### src/rtl/rstcause_pkg.sv
package rstcause_pkg;
    localparam int          DATA_W       = 32;
    localparam logic [31:0] CAUSE_IMPL   = 32'hF800_0000;
    localparam logic [31:0] CAUSE_W1C    = 32'h9800_0000;
    localparam logic [31:0] CAUSE_W1S    = 32'h6000_0000;
    localparam logic [31:0] CAUSE_PWRON  = 32'h8000_0000;
    localparam int          BIT_SOFT_PWR = 30;
    localparam int          BIT_SOFT_EXT = 29;

    typedef enum logic [1:0] {
        ST_HOLD  = 2'd0,
        ST_RUN   = 2'd1,
        ST_PULSE = 2'd2
    } ctl_state_e;
endpackage

### src/rtl/rstcause_decode.sv
module rstcause_decode #(
    parameter int             AW       = 16,
    parameter logic [AW-1:0]  REG_ADDR = 16'hF024
) (
    input  logic [AW-1:0] addr,
    output logic          hit
);
    always_comb hit = (addr == REG_ADDR);
endmodule

### src/rtl/rstcause_counter.sv
module rstcause_counter #(
    parameter int CNT_W = 4
) (
    input  logic clk,
    input  logic por_n,
    input  logic clr,
    input  logic inc,
    output logic cnt_zero
);
    localparam logic [CNT_W-1:0] CNT_MAX = {CNT_W{1'b1}};

    logic [CNT_W-1:0] cnt_q;

    always_ff @(posedge clk or negedge por_n) begin
        if (!por_n) begin
            cnt_q <= '0;
        end else if (clr) begin
            cnt_q <= '0;
        end else if (inc && cnt_q != CNT_MAX) begin
            cnt_q <= cnt_q + 1'b1;
        end
    end

    always_comb cnt_zero = (cnt_q == '0);


    cnt_monotonic_chk: assert property (@(posedge clk) disable iff (!por_n)
        !clr |=> cnt_q >= $past(cnt_q));


    cnt_saturate_chk: assert property (@(posedge clk) disable iff (!por_n)
        (cnt_q == CNT_MAX && !clr) |=> cnt_q == CNT_MAX);
endmodule

### src/rtl/rstcause_reg.sv
module rstcause_reg
    import rstcause_pkg::*;
#(
    parameter int            AW       = 16,
    parameter logic [AW-1:0] REG_ADDR = 16'hF024,
    parameter int            CNT_W    = 4
) (
    input  logic              clk,
    input  logic              por_n,
    input  logic              rst_n,
    input  logic [AW-1:0]     bus_addr,
    input  logic              bus_wr,
    input  logic [DATA_W-1:0] bus_wdata,
    output logic [DATA_W-1:0] bus_rdata,
    output logic              sys_rst_req
);
    ctl_state_e        state_q, state_d;
    logic [DATA_W-1:0] cause_q;
    logic [DATA_W-1:0] wv;
    logic              hit, accept, trig_pwr, trig_ext, leave_hold, cnt_zero;

    rstcause_decode #(.AW(AW), .REG_ADDR(REG_ADDR)) u_decode (
        .addr (bus_addr),
        .hit  (hit)
    );

    // Writes land only while running, outside the pulse cycle.
    always_comb begin
        accept     = (state_q == ST_RUN) && rst_n && bus_wr && hit;
        wv         = bus_wdata & CAUSE_IMPL;
        trig_pwr   = accept && wv[BIT_SOFT_PWR];
        trig_ext   = accept && wv[BIT_SOFT_EXT];
        leave_hold = (state_q == ST_HOLD) && rst_n;
    end

    rstcause_counter #(.CNT_W(CNT_W)) u_count (
        .clk      (clk),
        .por_n    (por_n),
        .clr      (trig_pwr),
        .inc      (leave_hold),
        .cnt_zero (cnt_zero)
    );

    always_comb begin
        state_d = state_q;
        if (!rst_n) begin
            state_d = ST_HOLD;
        end else begin
            unique case (state_q)
                ST_HOLD:  state_d = ST_RUN;
                ST_RUN:   state_d = (trig_pwr || trig_ext) ? ST_PULSE : ST_RUN;
                ST_PULSE: state_d = ST_RUN;
                default:  state_d = ST_HOLD;
            endcase
        end
    end

    always_ff @(posedge clk or negedge por_n) begin
        if (!por_n) state_q <= ST_HOLD;
        else        state_q <= state_d;
    end

    always_ff @(posedge clk or negedge por_n) begin
        if (!por_n) begin
            cause_q <= '0;
        end else if (leave_hold && cnt_zero) begin
            cause_q <= CAUSE_PWRON;
        end else if (accept) begin
            cause_q <= (cause_q & ~(wv & CAUSE_W1C)) | (wv & CAUSE_W1S);
        end
    end

    always_comb begin
        sys_rst_req = (state_q == ST_PULSE);
        bus_rdata   = hit ? cause_q : '0;
    end


    impl_bits_chk: assert property (@(posedge clk) disable iff (!por_n)
        (bus_rdata & ~CAUSE_IMPL) == '0);


    pulse_single_chk: assert property (@(posedge clk) disable iff (!por_n)
        sys_rst_req |=> !sys_rst_req);


    pulse_follows_write_chk: assert property (@(posedge clk) disable iff (!por_n)
        $rose(sys_rst_req) |-> ($past(bus_wr) && $past(hit)));


    pwron_load_chk: assert property (@(posedge clk) disable iff (!por_n)
        (state_q == ST_HOLD && rst_n && cnt_zero) |=> cause_q == CAUSE_PWRON);


    hold_no_write_chk: assert property (@(posedge clk) disable iff (!por_n)
        (state_q == ST_HOLD && !rst_n) |=> $stable(cause_q));
endmodule

### config.mk
export PLATFORM = sky130hd
export DESIGN_NAME = rstcause_reg
export DESIGN_NICKNAME = d
export VERILOG_FILES = /design/src/rtl/rstcause_pkg.sv /design/src/rtl/rstcause_decode.sv /design/src/rtl/rstcause_counter.sv /design/src/rtl/rstcause_reg.sv
export SDC_FILE = /design/constraint.sdc
export NUM_CORES = 1
export LEC_CHECK = 0
export BUFFER_PORTS_ARGS = -buffer_cell sky130_fd_sc_hd__buf_2
export CAP_MARGIN = 20
export CORE_MARGIN = 1.5
export CORE_UTILIZATION = 36
export CTS_CLUSTER_SIZE = 10
export DETAILED_ROUTE_END_ITERATION = 8
export HOLD_SLACK_MARGIN = 0.1
export PLACE_DENSITY = 0.77
export SLEW_MARGIN = 20
export SYNTH_ARGS = -nofsm -noshare
export SYNTH_HDL_FRONTEND = slang
export SYNTH_HIERARCHICAL = 1
export SYNTH_SLANG_ARGS = --single-unit
### constraint.sdc
create_clock -name clk -period 2.2 [get_ports clk]
set_clock_uncertainty 0.1 [all_clocks]
set_input_delay 0.44 -clock clk [delete_from_list [all_inputs] [get_ports clk]]
set_output_delay 0.44 -clock clk [all_outputs]
set_load 0.005 [all_outputs]
==> impl_metrics.py <==
metrics = {
    "sta": {
        "max_freq_ghz": 0.4353,
        "tns_ps": -472.5,
        "finalCritPeriodShare": 1.044,
        "finalWorstSetupSlack_ps": -97.33,
        "hold_viol": 0,
        "worst_pin_slew_ps": 520.4,
        "relSlewSlack": 0.6523,
        "holdWs_ps": 262.9,
        "final.min_clock_period_ps": 2297,
        "finalSetupViolations": 5,
        "slew_violations": 0,
        "rsz0062_at_grt": "true",
    },
    "clock_tree": {
        "htreeDepth": 1,
        "clock_latency_ps": 260,
        "clk_root_buffer_cell": "clkbuf_4",
        "clockBufferDepth": 2,
        "clk_pin_slew_worst_paths_ps": 70,
        "cts_tree": "yes",
        "clock_sinks": 11,
        "cts_buffers": 3,
    },
    "critical_path": {
        "critPathLaunchType": "input port",
        "rrSetupSlack_ps": 340,
        "cp.required_ps": 1660,
        "timing.rr.end": "u_count/cnt_q[0]",
        "rr_startpoint": "state_q[0]",
        "criticalPathCategory": "input port to primary output",
        "crit_start": "bus_addr[10]",
        "worstPathCellList": "buf_6 > or4bb_4 > nor4_4 > buf_4 > and2_1 > buf_2",
        "max_stage_delay_ps": 540,
        "arrival_ps": 1760,
        "cp_max_fo": 6,
        "reg2reg_depth": 3,
        "crit_slowest_cell": "or4bb_4",
        "crit_path_end_kind": "primary output",
        "setup.worst_path.end": "bus_rdata[29]",
    },
    "yosys": {
        "synthTopCellsByArea": "dfrtp_1 (31%), buf_4 (23%), and2_1 (3.6%)",
        "synth_ff_type": "dfrtp_1",
        "ys_ff_latch": 11,
        "synthesis.area_um2": 875.8,
        "synthAdderAreaFrac": 0.02857,
        "async_flop_share": 1.000,
        "synth.largest_area_cell": "dfrtp_1",
        "synth_xor_area_frac": 0,
        "ys_warn_count": 6,
        "syn_inst": 94,
        "synth_top_area_share": 0.3143,
        "yosys.area_share.simple": 0.2714,
        "seq_area_frac_synth": 0.3143,
        "synthMuxAreaShare": 0.02857,
        "synth.avg_cell_area_um2": 9.317,
        "synth_top_family_by_area": "simple AND/OR/NAND/NOR gates",
        "synth_edf_count": 0,
        "synth_compound_area_frac": 0.09429,
        "synth.distinct_cells": 35,
    },
    "die": {
        "die_area_um2": 2738,
        "start_util": 0.3885,
        "rows": 17,
        "die_width_um": 52.33,
        "io_pins": 85,
        "core_um2": 2255,
        "die_y_um": 52.33,
    },
    "placement": {
        "hpwl_um": 1350,
        "dp_slack_ps": -162.4,
        "routabilityCongestion": 0.6969,
        "portBuffers": 30,
        "placed_cells": 152,
    },
    "grt": {
        "antenna_found_initial": 0,
        "grt_overflow": 0,
        "grt_start_max_net_pins": 13,
        "grt_pass1_wl_um": 2470,
        "grt_pass1_vias": 628,
        "track_usage": 0.1232,
    },
    "route": {
        "ant_nets": 0,
        "drcViolationCount": 0,
        "wl_per_cell_um": 11.01,
        "dr.pass1.iters": 5,
        "vias_per_cell": 4.629,
        "vias": 736,
        "postRouteWirelength_um": 1751,
        "drtIter0Drc": 14,
    },
    "power_and_ir_drop": {
        "vdd_drop_max_uv": 321.0,
        "p_per_area_nw_per_um2": 579.8,
        "total_power_uw": 610.8,
        "leakagePower_nw": 0.5674,
    },
    "cells_and_area": {
        "nets": 186,
        "final_common_cell": "buf_2",
        "final_cells": 159,
        "ff_latch_area_um2": 275.3,
        "fillers": 229,
        "multiInputGateArea_um2": 501.7,
        "n_antenna_cell": 0,
        "layout_common_cells": "buf_2 (29), conb_1 (27), dfrtp_1 (11)",
        "drive_above_1_share": 0.3817,
        "area_growth_pct": 20.29,
    },
    "job": {
        "max_cap_violations": 0,
    },
    "outcome": {
        "violations": "negative setup slack",
        "status": "finished, violations left",
    },
    "min_path": {
        "hold_class": "input port to flop",
    },
}
Yosys cell counts (all sizes together) (3+ instances only):
library cell and n:
buf 29, dfrtp 11, a21oi 6, and2 5, nand2 4, nor2 4, and3 3, nor2b 3
stage by stage:
step	utilization	area, um^2
floorplan	-	991.0
global placement	0.4345	979.7
detailed placement	0.4345	979.7
CTS	0.4584	1033
global route	0.4673	1054
finish	0.4673	1054
worst max-delay path, delay by kind of cell:
kind,cells,cell delay [ps]
buffers and inverters,3,380
AND/OR/NAND/NOR,3,950
sequential cells by signal (all words and copies together), names as in the netlist:
name and cells:
u_count/cnt_q 4, cause_q 5, state_q 2
worst min path at each step:
stage	from	endpoint	slack, ps	cells after the start
floorplan	por_n	cause_q[27]	40	0
global placement	por_n	u_count/cnt_q[1]	220	1
detailed placement	por_n	u_count/cnt_q[1]	220	1
CTS	bus_wdata[27]	cause_q[27]	260	2
global route	bus_wdata[28]	cause_q[28]	260	2
finish	bus_wdata[28]	cause_q[28]	260	2
metal layers:
metal,track usage,up-vias,share of wire
met3,0.02571,2,0.070
li1,-,345,-
met4,0.07265,0,0.011
met2,0.2188,42,0.50
met5,0,-,0
met1,0.1325,347,0.42
report_power, final:
group / total (mW) / internal (mW) / switching, mW
Combinational: 0.186 / 0.0945 / 0.0913
Sequential: 0.288 / 0.240 / 0.0486
Clock: 0.136 / 0.0701 / 0.0663
Total: 0.611 / 0.405 / 0.206
final cells by class:
class                   instances  area share
well taps                      28     0.03325
repair buffers                 36      0.1971
inverters                       2    0.007126
clock buffers                   4     0.02494
flip-flops and latches         11      0.2613
multi-input cells              78      0.4762
cells by family (layout without fill, tap and decap cells):
kind of cell,after synthesis,count (layout)
fa+ha+maj,2,2
buf+inv,31,42
simple gates,35,35
flops,11,11
other cells,1,27
mux,2,2
compound gates,12,12
repair_timing:
item | in CTS | in global routing
endpoints found under the hold margin | 11 | 0
gates resized for setup | 2 | 4
hold buffers | 1 | 0
pin swaps | 2 | 3
gates cloned | 0 | 0
setup endpoints to repair | 5 | 7
setup buffers | 1 | 1
(Power assumes the default switching activity.)
